===== config.mk =====
export PLATFORM = sky130hd
export DESIGN_NAME = head_stepper
export DESIGN_NICKNAME = d
export VERILOG_FILES = /design/src/rtl/hs_pkg.sv /design/src/rtl/hs_tick.sv /design/src/rtl/hs_datapath.sv /design/src/rtl/hs_control.sv /design/src/rtl/head_stepper.sv
export SDC_FILE = /design/constraint.sdc
export NUM_CORES = 1
export LEC_CHECK = 0
export BUFFER_PORTS_ARGS = -buffer_cell sky130_fd_sc_hd__buf_2
export CORE_ASPECT_RATIO = 1.5
export CORE_MARGIN = 4
export CORE_UTILIZATION = 50
export CTS_CLUSTER_SIZE = 10
export DETAILED_ROUTE_END_ITERATION = 8
export PLACE_DENSITY_LB_ADDON = 0.3
export SYNTH_ARGS = -nofsm -noshare
export SYNTH_HDL_FRONTEND = slang
export SYNTH_HIERARCHICAL = 1
export SYNTH_SLANG_ARGS = --single-unit

===== constraint.sdc =====
create_clock -name clk -period 4.25 [get_ports clk]
set_input_delay 0.85 -clock clk [delete_from_list [all_inputs] [get_ports clk]]
set_output_delay 0.85 -clock clk [all_outputs]
set_load 0.02 [all_outputs]

===== src/rtl/hs_pkg.sv =====
package hs_pkg;
  // Control to datapath strobes
  typedef struct packed {
    logic       inc;
    logic       dec;
    logic       zero;
    logic [1:0] drv;
    logic       start;
    logic       done;
  } hsStrobe_t;

  typedef enum logic { ST_IDLE = 1'b0, ST_MOVE = 1'b1 } hsState_t;

  // Step period in ticks from the rate nibble; pulse and gap each need a tick
  function automatic logic [4:0] stepPeriod(input logic [3:0] v);
    logic [4:0] p;
    p = (v == 4'd0) ? 5'd16 : 5'd16 - {1'b0, v};
    return (p < 5'd2) ? 5'd2 : p;
  endfunction
endpackage


===== src/rtl/hs_tick.sv =====
module hs_tick #(
  parameter int TICK_DIV = 1000
) (
  input  logic clk,
  input  logic rstN,
  output logic tick
);
  localparam int CntW = $clog2(TICK_DIV + 1);
  logic [CntW-1:0] divCnt;

  assign tick = (divCnt == CntW'(TICK_DIV - 1));

  always_ff @(posedge clk or negedge rstN) begin
    if (!rstN)     divCnt <= '0;
    else if (tick) divCnt <= '0;
    else           divCnt <= divCnt + CntW'(1);
  end
endmodule


===== src/rtl/hs_datapath.sv =====
module hs_datapath import hs_pkg::*; #(
  parameter int NUM_DRIVES = 4,
  parameter int CYL_W      = 8
) (
  input  logic                              clk,
  input  logic                              rstN,
  input  logic                              tick,
  input  hsStrobe_t                         stb,
  input  logic                              specValid,
  input  logic [7:0]                        specRateUnload,
  input  logic [7:0]                        specLoadMode,
  output logic [NUM_DRIVES-1:0][CYL_W-1:0]  cylAll,
  output logic [4:0]                        period,
  output logic                              headSettle,
  output logic                              headUnload,
  output logic                              nonDmaMode
);
  logic [3:0] rateNib, unloadNib;
  logic [6:0] loadVal;
  logic [7:0] settleCnt;
  logic [8:0] unloadCnt;
  logic [CYL_W-1:0] cylReg [NUM_DRIVES];

  always_ff @(posedge clk or negedge rstN) begin
    if (!rstN) begin
      rateNib <= '0; unloadNib <= '0; loadVal <= '0; nonDmaMode <= 1'b0;
    end else if (specValid) begin
      rateNib    <= specRateUnload[7:4];
      unloadNib  <= specRateUnload[3:0];
      loadVal    <= specLoadMode[7:1];
      nonDmaMode <= specLoadMode[0];
    end
  end

  assign period = stepPeriod(rateNib);

  for (genvar d = 0; d < NUM_DRIVES; d++) begin : g_cyl
    always_ff @(posedge clk or negedge rstN) begin
      if (!rstN) cylReg[d] <= '0;
      else if (stb.drv == 2'(d)) begin
        if (stb.zero)     cylReg[d] <= '0;
        else if (stb.inc) cylReg[d] <= cylReg[d] + CYL_W'(1);
        else if (stb.dec) cylReg[d] <= cylReg[d] - CYL_W'(1);
      end
    end
    assign cylAll[d] = cylReg[d];
  end

  always_ff @(posedge clk or negedge rstN) begin
    if (!rstN) begin
      settleCnt  <= '0;
      unloadCnt  <= '0;
      headUnload <= 1'b1;
    end else begin
      if (stb.done) begin
        settleCnt <= {loadVal, 1'b0};
        unloadCnt <= {(unloadNib == 4'd0), unloadNib, 4'b0000};
      end else if (stb.start) begin
        settleCnt <= '0;
        unloadCnt <= '0;
      end else if (tick) begin
        if (settleCnt != 8'd0)      settleCnt <= settleCnt - 8'd1;
        else if (unloadCnt != 9'd0) unloadCnt <= unloadCnt - 9'd1;
      end
      if (stb.start) headUnload <= 1'b0;
      else if (tick && settleCnt == 8'd0 && unloadCnt == 9'd1) headUnload <= 1'b1;
    end
  end

  assign headSettle = (settleCnt != 8'd0);


  settle_unload_excl_chk: assert property (@(posedge clk) disable iff (!rstN)
    headSettle |-> !headUnload);

  settle_after_done_chk: assert property (@(posedge clk) disable iff (!rstN)
    (stb.done && loadVal != 7'd0) |=> headSettle);
endmodule


===== src/rtl/hs_control.sv =====
module hs_control import hs_pkg::*; #(
  parameter int NUM_DRIVES  = 4,
  parameter int CYL_W       = 8,
  parameter int RECAL_LIMIT = 77
) (
  input  logic                              clk,
  input  logic                              rstN,
  input  logic                              tick,
  input  logic                              startValid,
  input  logic                              startRecal,
  input  logic [1:0]                        startDrive,
  input  logic                              startHead,
  input  logic [CYL_W-1:0]                  startCyl,
  input  logic                              senseReq,
  input  logic                              trackZero,
  input  logic [4:0]                        period,
  input  logic [NUM_DRIVES-1:0][CYL_W-1:0]  cylAll,
  output hsStrobe_t                         stb,
  output logic                              stepOut,
  output logic                              dirOut,
  output logic [1:0]                        driveSel,
  output logic [NUM_DRIVES-1:0]             seekBusy,
  output logic                              irq,
  output logic [7:0]                        senseSt0,
  output logic [CYL_W-1:0]                  senseCyl
);
  localparam int CntW = $clog2(RECAL_LIMIT + 1);

  hsState_t        state;
  logic [1:0]      drv, irqDrv;
  logic            head, isRecal;
  logic [CYL_W-1:0] target, curCyl, startCur, nextCyl;
  logic [3:0]      gap;
  logic [CntW-1:0] steps;
  logic [7:0]      st0, doneSt0;
  logic            startOk, immDone, fall, reached, giveUp, moveEnd;

  always_comb begin
    startOk  = startValid && (state == ST_IDLE);
    startCur = cylAll[startDrive];
    curCyl   = cylAll[drv];
    immDone  = startOk && (startRecal ? trackZero : (startCyl == startCur));
    fall     = (state == ST_MOVE) && tick && stepOut;
    nextCyl  = dirOut ? curCyl + CYL_W'(1) : ((curCyl == '0) ? '0 : curCyl - CYL_W'(1));
    reached  = isRecal ? trackZero : (nextCyl == target);
    giveUp   = isRecal && !trackZero && (steps == CntW'(RECAL_LIMIT - 1));
    moveEnd  = fall && (reached || giveUp);
    stb.inc   = fall && dirOut;
    stb.dec   = fall && !dirOut && (curCyl != '0);
    stb.zero  = (immDone && startRecal) || (fall && isRecal && trackZero);
    stb.drv   = startOk ? startDrive : drv;
    stb.start = startOk;
    stb.done  = immDone || moveEnd;
    doneSt0   = startOk ? {3'b001, 2'b00, startHead, startDrive}
                        : {1'b0, giveUp, 1'b1, giveUp, 1'b0, head, drv};
  end

  always_ff @(posedge clk or negedge rstN) begin
    if (!rstN) begin
      state <= ST_IDLE; drv <= '0; head <= 1'b0; isRecal <= 1'b0; target <= '0;
      dirOut <= 1'b0; stepOut <= 1'b0; gap <= '0; steps <= '0;
    end else if (startOk) begin
      drv <= startDrive; head <= startHead; target <= startCyl; isRecal <= startRecal;
      dirOut  <= !startRecal && (startCyl > startCur);
      stepOut <= 1'b0; gap <= '0; steps <= '0;
      state   <= immDone ? ST_IDLE : ST_MOVE;
    end else if (state == ST_MOVE && tick) begin
      if (!stepOut) begin
        if (gap == 4'd0) stepOut <= 1'b1;
        else             gap <= gap - 4'd1;
      end else begin
        stepOut <= 1'b0;
        steps   <= steps + CntW'(1);
        gap     <= 4'(period - 5'd2);
        if (moveEnd) state <= ST_IDLE;
      end
    end
  end

  always_ff @(posedge clk or negedge rstN) begin
    if (!rstN) begin
      irq <= 1'b0; st0 <= '0; irqDrv <= '0;
    end else if (stb.done) begin
      irq <= 1'b1; st0 <= doneSt0; irqDrv <= stb.drv;
    end else if (senseReq && irq) begin
      irq <= 1'b0;
    end
  end

  for (genvar d = 0; d < NUM_DRIVES; d++) begin : g_busy
    assign seekBusy[d] = (state == ST_MOVE) && (drv == 2'(d));
  end

  assign driveSel = drv;
  assign senseSt0 = irq ? st0 : 8'h80;
  assign senseCyl = irq ? cylAll[irqDrv] : '0;


  pulse_one_tick_chk: assert property (@(posedge clk) disable iff (!rstN)
    (stepOut && tick) |=> !stepOut);

  step_needs_busy_chk: assert property (@(posedge clk) disable iff (!rstN)
    stepOut |-> (seekBusy != '0));

  dir_hold_chk: assert property (@(posedge clk) disable iff (!rstN)
    ((seekBusy != '0) && !stb.done) |=> $stable(dirOut));

  irq_seek_end_chk: assert property (@(posedge clk) disable iff (!rstN)
    $rose(irq) |-> senseSt0[5]);

  busy_fall_irq_chk: assert property (@(posedge clk) disable iff (!rstN)
    ((seekBusy == '0) && ($past(seekBusy) != '0)) |-> irq);
endmodule


===== src/rtl/head_stepper.sv =====
module head_stepper import hs_pkg::*; #(
  parameter int NUM_DRIVES  = 4,
  parameter int CYL_W       = 8,
  parameter int TICK_DIV    = 1000,
  parameter int RECAL_LIMIT = 77
) (
  input  logic                  clk,
  input  logic                  rstN,
  input  logic                  startValid,
  input  logic                  startRecal,
  input  logic [1:0]            startDrive,
  input  logic                  startHead,
  input  logic [CYL_W-1:0]      startCyl,
  input  logic                  specValid,
  input  logic [7:0]            specRateUnload,
  input  logic [7:0]            specLoadMode,
  input  logic                  senseReq,
  input  logic                  trackZero,
  output logic                  stepOut,
  output logic                  dirOut,
  output logic [1:0]            driveSel,
  output logic [NUM_DRIVES-1:0] seekBusy,
  output logic                  irq,
  output logic [7:0]            senseSt0,
  output logic [CYL_W-1:0]      senseCyl,
  output logic                  headSettle,
  output logic                  headUnload,
  output logic                  nonDmaMode
);
  logic                             tick;
  hsStrobe_t                        stb;
  logic [4:0]                       period;
  logic [NUM_DRIVES-1:0][CYL_W-1:0] cylAll;

  hs_tick #(.TICK_DIV(TICK_DIV)) i_tick (.clk(clk), .rstN(rstN), .tick(tick));

  hs_control #(.NUM_DRIVES(NUM_DRIVES), .CYL_W(CYL_W), .RECAL_LIMIT(RECAL_LIMIT)) i_ctrl (
    .clk(clk), .rstN(rstN), .tick(tick), .startValid(startValid), .startRecal(startRecal),
    .startDrive(startDrive), .startHead(startHead), .startCyl(startCyl), .senseReq(senseReq),
    .trackZero(trackZero), .period(period), .cylAll(cylAll), .stb(stb), .stepOut(stepOut),
    .dirOut(dirOut), .driveSel(driveSel), .seekBusy(seekBusy), .irq(irq),
    .senseSt0(senseSt0), .senseCyl(senseCyl));

  hs_datapath #(.NUM_DRIVES(NUM_DRIVES), .CYL_W(CYL_W)) i_dp (
    .clk(clk), .rstN(rstN), .tick(tick), .stb(stb), .specValid(specValid),
    .specRateUnload(specRateUnload), .specLoadMode(specLoadMode), .cylAll(cylAll),
    .period(period), .headSettle(headSettle), .headUnload(headUnload), .nonDmaMode(nonDmaMode));
endmodule


* After elaboration in Yosys (flattened, before gate mapping)
Cells that the tools add are included.
** Storage, ports and cells
- Output and inout port bits :: 28
- Input bits :: 34
- Logic and storage cells :: 173
- Memories :: 0
- RAM bits :: 0
- Bits in registers :: 113
- ROM bits :: 0
- Latch bits :: 0
** Operators by class
- Divide/modulo/power cells :: 0
- Bitwise logic cells :: 1
- Shift-type cells :: 0
- Order comparisons :: 5
- $add $sub $neg :: 17
- $mul :: 0
- Reduce and logical (&&, ||, !) cells :: 55
- Mux-type cells :: 58
- Equality and inequality tests :: 13
** Operator list (number)
- 2-to-1 mux 8 bit :: 23
- binary-select mux 8 bit (select 2 bit) :: 3
- subtractor 8 x 1 -> 8 bit, second input constant :: 6
- 2-to-1 mux 9 bit :: 5
- adder 8 x 1 -> 8 bit, second input constant :: 5
- 2-to-1 mux 7 bit :: 4
- logical AND 1 bit :: 21
- 2-to-1 mux 4 bit :: 5
- == test 8 bit :: 2
- zero test 8 bit :: 2
- nonzero test 8 bit :: 2
- 2-to-1 mux 1 bit :: 15
- AND reduction 2 bit :: 7
- zero test 4 bit :: 3
- nonzero test 3 bit :: 4
- adder 10 x 1 -> 10 bit, second input constant :: 1
- == test 10 bit, second input constant :: 1
- 2-to-1 mux 10 bit :: 1
- nonzero test 2 bit :: 5
- == test 9 x 1 -> 1 bit, second input constant :: 1
- less-than comparator 2 x 3 -> 1 bit, second input constant :: 3
- nonzero test 9 bit :: 1
- subtractor 9 x 1 -> 9 bit, second input constant :: 1
- == test 2 bit, second input constant :: 4
- other kinds (16) :: 24

* Logic depth before layout (Yosys ltp)
Gate-level depths: netlist of the first run.
- Word-level depth :: 13
- Mapped depth :: 17

* Modules after synthesis
Netlist of the first run, hierarchy kept.
** Modules (own cells, without submodules)
- hs_datapath :: times used 1, cells an instance 444, area an instance 4177.8 sq um
- hs_control :: times used 1, cells an instance 343, area an instance 3123.0 sq um
- hs_tick :: times used 1, cells an instance 43, area an instance 483.0 sq um

* Least setup slack after synthesis of the first run
No wires, ideal clock.
- Kind :: reg-to-reg
- Start point :: register i_tick.divCnt[0]
- End point :: register i_dp.cylReg (netlist bit i_dp/cylAll[6])
- Path buffers :: 3
- Data required time :: 4128 ps
- Period minus slack after synthesis :: 3938 ps
- Slack :: 312 ps
- Cell stages (with the launch flop) :: 17
- Data arrival time :: 3816 ps
- Cells stage by stage :: dfrtp_1 -> ha_1 -> nand3_1 -> nor3_2 -> and3_1 -> buf_2 -> and3_1 -> clkbuf_1 -> and2_1 -> buf_2 -> inv_1 -> ha_1 -> nor2b_1 -> o21ai_0 -> a21oi_1 -> or3_1 -> a32o_1
** RTL lines
- from (decl) :: line hs_tick.sv:9 : logic [CntW-1:0] divCnt;
- from (signal assigned) :: line hs_tick.sv:16 : else divCnt <= divCnt + CntW'(1);
- to (signal, indexed assignment) :: line hs_datapath.sv:42 : else if (stb.inc) cylReg[d] <= cylReg[d] + CYL_W'(1);
- to (signal, indexed assignment) :: line hs_datapath.sv:43 : else if (stb.dec) cylReg[d] <= cylReg[d] - CYL_W'(1);
- to (decl) :: line hs_datapath.sv:22 : logic [CYL_W-1:0] cylReg [NUM_DRIVES];

==> run_summary.xml, run 1 <==
<?xml version="1.0" encoding="UTF-8"?>
<metrics>
  <group name="status">
    <metric name="outcome" unit="">completed</metric>
  </group>
  <group name="final_layout">
    <metric name="finish.utilization" unit="">0.563</metric>
    <metric name="flow.area_growth_from_synthesis" unit="%">10.0</metric>
    <metric name="drive_above_1_share" unit="">0.182</metric>
    <metric name="fillers" unit="">1372</metric>
    <metric name="sequential_cell_area" unit="um2">2700</metric>
    <metric name="num_antenna_cells" unit="">0</metric>
    <metric name="multi_input_comb_area" unit="um2">4710</metric>
    <metric name="num-nets-final" unit="">962</metric>
  </group>
  <group name="sta">
    <metric name="period_share" unit="">0.937</metric>
    <metric name="grt_setup_unrepaired" unit="">false</metric>
    <metric name="finish_stage_setup_viols" unit="">0</metric>
    <metric name="maximum_clock_skew_at_final_layout" unit="ps">7.01</metric>
    <metric name="worst_slew_margin_rel" unit="">0.509</metric>
    <metric name="setup_tns" unit="ps">0</metric>
    <metric name="finalMaxSlewViolations" unit="">0</metric>
    <metric name="layout_min_cycle_time" unit="ps">3980</metric>
    <metric name="final-hold-violation-count" unit="">0</metric>
    <metric name="tightestPinTransition" unit="ps">736</metric>
    <metric name="max_freq" unit="GHz">0.251</metric>
  </group>
  <group name="synth">
    <metric name="total_of_flip_flops_plus_latches_after_synthesis" unit="">108</metric>
    <metric name="synthesis.yosys.warnings" unit="">6</metric>
    <metric name="largest_family_of_logic_cells_by_synthesized_area" unit="">simple AND/OR/NAND/NOR gates</metric>
    <metric name="yosys_most_used_dff" unit="">dfrtp_1</metric>
    <metric name="ys_async_sr_fraction" unit="">1.00</metric>
    <metric name="synth.net_count" unit="">912</metric>
    <metric name="post_syn_instances" unit="">830</metric>
    <metric name="muxShareOfSynthArea" unit="">0.109</metric>
    <metric name="synth_adder_area_share" unit="">0.0810</metric>
    <metric name="synth_sequential_area_ratio" unit="">0.347</metric>
    <metric name="synth.distinct_cells" unit="">86</metric>
    <metric name="synth-compound-area-share" unit="">0.156</metric>
    <metric name="syn_area_per_cell" unit="um2">9.38</metric>
    <metric name="synth-simple-area-share" unit="">0.217</metric>
    <metric name="synth-edff-count" unit="">0</metric>
    <metric name="post_synth_instance_area" unit="um2">7780</metric>
    <metric name="synth_xor_area_frac" unit="">0.0405</metric>
  </group>
  <group name="floorplanning">
    <metric name="fp.coreArea" unit="um2">15200</metric>
    <metric name="number_of_placement_rows" unit="">55</metric>
    <metric name="dieWidth" unit="um">110</metric>
    <metric name="die_y" unit="um">161</metric>
    <metric name="floorplan.initialDensity" unit="">0.512</metric>
    <metric name="dieArea" unit="um2">17700</metric>
    <metric name="ioPinCount" unit="">62</metric>
  </group>
  <group name="detailed_routing">
    <metric name="dr.pass1.iters" unit="">4</metric>
    <metric name="drc_errors" unit="">0</metric>
    <metric name="total_routed_length" unit="um">19600</metric>
    <metric name="drtIter0Drc" unit="">326</metric>
    <metric name="dr_total_vias" unit="">6468</metric>
    <metric name="ant_nets" unit="">0</metric>
    <metric name="detail_route.vias_per_cell" unit="">5.97</metric>
    <metric name="wl_per_cell" unit="um">18.1</metric>
  </group>
  <group name="clocking">
    <metric name="cts_tree" unit="">built</metric>
    <metric name="h-tree-depth" unit="">3</metric>
    <metric name="cts-buffers-inserted" unit="">9</metric>
    <metric name="root_buffer" unit="">clkbuf_16</metric>
    <metric name="clk_path_buf_depth" unit="">2</metric>
    <metric name="clk_transition_reported_paths" unit="ps">80</metric>
    <metric name="cts_setup_buffers" unit="">0</metric>
    <metric name="tritoncts_num_sinks" unit="">108</metric>
    <metric name="worst_skew_pair.late_latency" unit="ps">360</metric>
  </group>
  <group name="global_route">
    <metric name="grt_max_degree" unit="">50</metric>
    <metric name="grt_pass1_wl" unit="um">32400</metric>
    <metric name="grt_pass1_vias" unit="">6522</metric>
    <metric name="grt_use_total" unit="">0.233</metric>
    <metric name="globalRouteOverflowTotal" unit="">0</metric>
    <metric name="grt_antenna_before_repair" unit="">0</metric>
  </group>
  <group name="power">
    <metric name="power.ir.vdd_worst" unit="mV">0.174</metric>
    <metric name="comb_power_share" unit="">0.276</metric>
    <metric name="switchingPower" unit="uW">955</metric>
    <metric name="proportion_of_power_drawn_by_the_clock_network" unit="">0.288</metric>
    <metric name="p_per_area" unit="nW/um2">331</metric>
    <metric name="seq_power_share" unit="">0.436</metric>
    <metric name="power.switching_fraction" unit="">0.337</metric>
    <metric name="power.internal" unit="mW">1.88</metric>
    <metric name="p_leak" unit="nW">3.86</metric>
  </group>
  <group name="setup_path">
    <metric name="crit_chain" unit="">mux4_2 -&gt; inv_1 -&gt; ha_1 -&gt; nor2b_1 -&gt; nand3_1 -&gt; a2111o_1 -&gt; o311a_1 -&gt; a2111oi_2 -&gt; o211a_1 -&gt; a31o_2 -&gt; buf_4 -&gt; nand2_1 -&gt; a32oi_1 -&gt; o22ai_1 -&gt; a21oi_1</metric>
    <metric name="critPathLaunchType" unit="">flop</metric>
    <metric name="timing.critical_path.slowest_cell_delay" unit="ps">610</metric>
    <metric name="worstPathArrival" unit="ps">4270</metric>
    <metric name="worstPathMaxFanout" unit="">11</metric>
    <metric name="worst_path_slowest_cell" unit="">mux4_2</metric>
    <metric name="timing.critical_path.to_type" unit="">flop</metric>
    <metric name="crit_required" unit="ps">4540</metric>
    <metric name="critPathKind" unit="">reg -&gt; reg</metric>
  </group>
  <group name="placement">
    <metric name="gpl.final_weighted_congestion" unit="">0.931</metric>
    <metric name="io_buffer_count" unit="">60</metric>
    <metric name="place_hpwl" unit="um">15000</metric>
  </group>
  <group name="min_path">
    <metric name="hold_class" unit="">reg -&gt; reg</metric>
  </group>
  <group name="flow_run">
    <metric name="max_cap_viol_count" unit="">0</metric>
  </group>
</metrics>
## cell type report
cell class / instances / area share
clock inverter: 7 / 0.00716
inverter: 50 / 0.0219
clock buffer: 9 / 0.0263
sequential: 108 / 0.316
tap: 199 / 0.0291
multi-input combinational: 635 / 0.550
timing repair buffer: 76 / 0.0494
## registers in the layout (all words and copies together) (netlist names), 2 cells and up
| register | count |
|---|---|
| i_tick/divCnt | 10 |
| i_ctrl/steps | 7 |
| i_ctrl/target | 8 |
| i_dp/unloadNib | 4 |
| i_dp/cylAll | 32 |
| i_dp/loadVal | 7 |
| i_ctrl/driveSel | 2 |
| i_ctrl/st0 | 4 |
| i_dp/settleCnt | 8 |
| i_dp/unloadCnt | 9 |
| i_dp/rateNib | 4 |
| i_ctrl/gap | 4 |
## worst paths after layout
path                                          from  slack [ps]  cells past startpoint                 to
worst max-delay path            i_ctrl/driveSel[0]         270                     15  i_dp/settleCnt[4]
worst min-delay path                 i_ctrl/st0[5]         470                      1      i_ctrl/st0[5]
worst max register to register  i_ctrl/driveSel[0]         270                     15  i_dp/settleCnt[4]
worst min register to register       i_ctrl/st0[5]         470                      1      i_ctrl/st0[5]
max in group asynchronous                     rstN        2850                      2  i_dp/unloadCnt[7]
min in group asynchronous                     rstN         510                      1    i_ctrl/steps[5]
## cell usage after synthesis, drive strengths merged (7+ instances only)
master,number,area share
and2,16,0.013
a22o,12,0.014
a21o,8,0.0077
nand4,7,0.0056
buf,18,0.015
a32o,8,0.010
nor2,59,0.029
nor2b,14,0.011
nand3,31,0.022
xor2,17,0.019
nand2,104,0.050
mux2,18,0.027
ha,44,0.071
a21oi,31,0.020
o31ai,8,0.0077
clkbuf,19,0.0092
xnor2,19,0.021
and3,10,0.0093
o211ai,9,0.0093
dfrtp,107,0.34
mux4,24,0.069
or3,23,0.019
nor3,26,0.017
inv,50,0.024
mux2i,9,0.012
nand2b,10,0.0080
o21ai,42,0.027
## metrics by stage
step | power (mW) | cells | hold slack (ps) | setup slack (ps) | area [um2]
3_5_place_dp | 2.03 | 1068 | 453 | 147 | 8270
6_report | 2.83 | 1084 | 469 | 268 | 8560
3_3_place_gp | 2.01 | 1068 | 442 | 247 | 8270
2_1_floorplan | 1.82 | 830 | 425 | 312 | 7780
4_1_cts | 2.86 | 1084 | 471 | 126 | 8550
5_1_grt | 3.01 | 1084 | 509 | 18.8 | 8560
## routing by layer
layer	share of wire	track usage	vias up	wire length, um
li1	-	-	3110	-
met1	0.40	0.280	3135	7770
met2	0.52	0.407	180	10200
met3	0.053	0.0366	43	1050
met4	0.034	0.0930	0	669
met5	0	0	-	0
## power groups by stage
stage          combinational, mW  sequential (mW)  clock (mW)
2_1_floorplan              0.614             1.21           0
3_3_place_gp               0.762             1.25           0
3_5_place_dp               0.777             1.25           0
4_1_cts                    0.781             1.23       0.842
5_1_grt                    0.874             1.25       0.888
6_report                   0.780             1.23       0.815
## layout by cell type, fill, tap and decap left out, drive strengths merged, types with 5 or more instances in the layout
cell type,netlist,layout
dfrtp,107,107
nand2b,10,10
clkbuf,19,9
a21o,8,8
mux2,18,18
clkinv,0,5
o21bai,5,5
nand2,104,104
a211oi,6,6
xnor2,19,19
nor2,59,59
and2,16,16
ha,44,44
nand4,7,7
nor4,6,6
o21ai,42,42
nand3,31,31
o41ai,5,5
or3,23,23
and3,10,10
buf,18,76
a22o,12,12
inv,50,52
mux4,24,24
nor3,26,26
nor2b,14,14
mux2i,9,9
a32o,8,8
and4,5,5
a21oi,31,31
o31ai,8,8
xor2,17,17
a31oi,5,5
o211ai,9,9
## timing repair
item / CTS / global route
endpoints found under the hold margin: 0 / 0
gates resized for setup: 0 / 3
setup endpoints to repair: 0 / 7
hold buffers: 0 / 0
## cells by family after synthesis
| logic type | after synthesis |
|---|---|
| multiplexers | 51 |
| flip-flops | 108 |
| adder cells (fa/ha/maj) | 48 |
| other | 1 |
| XOR/XNOR | 36 |
| buffers and inverters | 87 |
| AO/OA/AOI/OAI | 171 |
| AND/OR/NAND/NOR | 328 |
## critical path, delay by kind of cell, from the launching register on
kind	cells	cell delay, ps
DFF	1	420
buffers and inverters	2	320
adders and majority gates	1	240
muxes	1	610
and+or+nand+nor	3	490
AOI/OAI and AO/OA	8	1810
Power figures use the tool's default switching activity.
==> run 2, diff against run 1 <==
--- a/config.mk
+++ b/config.mk
@@ -5,12 +5,12 @@
 export SDC_FILE = /design/constraint.sdc
 export NUM_CORES = 1
 export LEC_CHECK = 0
-export BUFFER_PORTS_ARGS = -buffer_cell sky130_fd_sc_hd__buf_2
 export CORE_ASPECT_RATIO = 1.5
 export CORE_MARGIN = 4
 export CORE_UTILIZATION = 50
 export CTS_CLUSTER_SIZE = 10
 export DETAILED_ROUTE_END_ITERATION = 8
+export DONT_BUFFER_PORTS = 1
 export PLACE_DENSITY_LB_ADDON = 0.3
 export SYNTH_ARGS = -nofsm -noshare
 export SYNTH_HDL_FRONTEND = slang
==> run_summary.xml, run 2 (synthesis results as in run 1) <==
<?xml version="1.0" encoding="UTF-8"?>
<metrics>
  <group name="clocking">
    <metric name="root_buffer" unit="">clkbuf_16</metric>
    <metric name="cts_tree" unit="">built</metric>
    <metric name="worst_skew_pair.late_latency" unit="ps">360</metric>
    <metric name="tritoncts_num_sinks" unit="">108</metric>
    <metric name="h-tree-depth" unit="">3</metric>
    <metric name="clk_path_buf_depth" unit="">2</metric>
    <metric name="cts-hold-fix-buffers" unit="">0</metric>
    <metric name="clk_transition_reported_paths" unit="ps">70</metric>
    <metric name="cts-buffers-inserted" unit="">9</metric>
  </group>
  <group name="final_layout">
    <metric name="layout_commonest_cell" unit="">dfrtp_1</metric>
    <metric name="final_design_area_no_fill" unit="um2">8260</metric>
    <metric name="flow.area_growth_from_synthesis" unit="%">6.12</metric>
    <metric name="largest_register_ff_count" unit="">32</metric>
    <metric name="drive_above_1_share" unit="">0.121</metric>
    <metric name="finish.utilization" unit="">0.543</metric>
    <metric name="num_antenna_cells" unit="">0</metric>
    <metric name="num-nets-final" unit="">898</metric>
    <metric name="layout_common_cells" unit="">dfrtp_1, nand2_1, nor2_1</metric>
    <metric name="fillers" unit="">1357</metric>
  </group>
  <group name="detailed_routing">
    <metric name="dr_total_vias" unit="">6365</metric>
    <metric name="dr.pass1.iters" unit="">5</metric>
    <metric name="detail_route.vias_per_cell" unit="">6.24</metric>
    <metric name="drtIter0Drc" unit="">419</metric>
    <metric name="ant_nets" unit="">0</metric>
    <metric name="total_routed_length" unit="um">19600</metric>
    <metric name="wl_per_cell" unit="um">19.2</metric>
    <metric name="drc_errors" unit="">0</metric>
  </group>
  <group name="floorplanning">
    <metric name="die_y" unit="um">161</metric>
    <metric name="floorplan.initialDensity" unit="">0.512</metric>
    <metric name="dieWidth" unit="um">110</metric>
    <metric name="number_of_placement_rows" unit="">55</metric>
    <metric name="dieArea" unit="um2">17700</metric>
    <metric name="fp.coreArea" unit="um2">15200</metric>
    <metric name="ioPinCount" unit="">62</metric>
  </group>
  <group name="status">
    <metric name="outcome" unit="">completed</metric>
  </group>
  <group name="global_route">
    <metric name="grt_pass1_wl" unit="um">31500</metric>
    <metric name="globalRouteMet2Util" unit="">0.393</metric>
    <metric name="grtUsageMet3" unit="">0.0442</metric>
    <metric name="grt.busiest_layer" unit="">met2</metric>
    <metric name="gr_layer_usage_met1" unit="">0.272</metric>
    <metric name="grt_pass1_vias" unit="">6318</metric>
    <metric name="grt_antenna_before_repair" unit="">0</metric>
    <metric name="globalRouteOverflowTotal" unit="">0</metric>
    <metric name="grt_max_degree" unit="">109</metric>
    <metric name="grt_use_total" unit="">0.227</metric>
  </group>
  <group name="sta">
    <metric name="worst_slew_margin_rel" unit="">0.473</metric>
    <metric name="tightestPinTransition" unit="ps">791</metric>
    <metric name="period_share" unit="">0.950</metric>
    <metric name="grt_setup_unrepaired" unit="">true</metric>
    <metric name="layout_min_cycle_time" unit="ps">4040</metric>
    <metric name="max_freq" unit="GHz">0.248</metric>
    <metric name="finish_stage_setup_viols" unit="">0</metric>
    <metric name="maximum_clock_skew_at_final_layout" unit="ps">10.5</metric>
    <metric name="finalMaxSlewViolations" unit="">0</metric>
    <metric name="final-hold-violation-count" unit="">0</metric>
  </group>
  <group name="power">
    <metric name="power.ir.vdd_worst" unit="mV">0.203</metric>
    <metric name="p_per_area" unit="nW/um2">338</metric>
    <metric name="p_leak" unit="nW">3.59</metric>
  </group>
  <group name="setup_path">
    <metric name="worstPathMaxFanout" unit="">15</metric>
    <metric name="worstPathArrival" unit="ps">4290</metric>
    <metric name="worstSetupStartpoint" unit="">i_ctrl/driveSel[0]</metric>
    <metric name="crit_required" unit="ps">4500</metric>
    <metric name="critPathLaunchType" unit="">flop</metric>
    <metric name="timing.critical_path.to_type" unit="">flop</metric>
    <metric name="r2r_start" unit="">i_ctrl/driveSel[0]</metric>
    <metric name="critPathKind" unit="">reg -&gt; reg</metric>
  </group>
  <group name="placement">
    <metric name="place_hpwl" unit="um">14900</metric>
    <metric name="io_buffer_count" unit="">0</metric>
    <metric name="gpl.final_weighted_congestion" unit="">0.927</metric>
    <metric name="placed_instance_area" unit="um2">7930</metric>
  </group>
  <group name="min_path">
    <metric name="hold_class" unit="">in -&gt; async</metric>
  </group>
  <group name="flow_run">
    <metric name="max_cap_viol_count" unit="">0</metric>
  </group>
</metrics>
## run 2: cell count changes in the layout (fill, tap and decap cells not counted), sizes merged
cell,before,now
clkinv,5,3
clkbuf,9,10
inv,52,53
buf,76,12
## run 2: path summary, 6_finish.rpt
| kind | to | slack (ps) | cells after the start |
|---|---|---|---|
| max | i_dp/unloadCnt[8] | 210 | 12 |
| min | i_ctrl/steps[3] | 190 | 0 |
| max reg2reg | i_dp/unloadCnt[8] | 210 | 12 |
| min reg2reg | i_ctrl/head | 490 | 2 |
| max in group asynchronous | i_dp/headUnload | 3830 | 0 |
| min in group clk | i_ctrl/head | 490 | 2 |
## run 2: critical path, cell delays in order, from the launching register on
cell and delay, ps:
dfrtp_1 410, buf_4 300, mux4_2 630, or3_1 440
nor4_1 490, nor4_1 90, nand4bb_1 210, nor2b_1 150
a31o_2 320, nor2_2 320, o21ai_1 180, o21a_1 140
o221a_2 230
## run 2: final cells by class
cell class              count  area, um2  share of cell area
clock buffers              10        239              0.0289
clock inverters             6       45.0             0.00545
inverters                  50        188              0.0227
multi-input cells         635       4740               0.574
flip-flops and latches    108       2700               0.327
well taps                 199        249              0.0301
repair buffers             12       93.8              0.0114
## run 2: metrics by stage
stage | setup WS (ps) | std cells | total power, mW | setup TNS [ps] | hold slack, ps
6_report | 211 | 1020 | 2.79 | 0 | 187
3_5_place_dp | -4.28 | 1003 | 1.97 | -4.28 | 468
4_1_cts | 14.2 | 1019 | 2.79 | 0 | 172
2_1_floorplan | 312 | 830 | 1.82 | 0 | 425
3_3_place_gp | 130 | 1003 | 1.94 | 0 | 466
5_1_grt | -15.1 | 1020 | 2.94 | -17.8 | 172
## run 2: where the power goes
group	switching [mW]	internal [mW]
logic	0.410	0.337
registers	0.114	1.12
clock network	0.394	0.419
## run 2: per-layer routing
metal  vias up  routed length (um)
li1       2988                   -
met1      3138                7670
met2       191               10100
met5         -                   0
met3        48                1200
met4         0                 599
## run 2: repair_timing
item	in CTS	in global routing
resized for setup	1	7
setup buffers	0	1
pin swaps	0	1
endpoints found under the setup margin	1	14
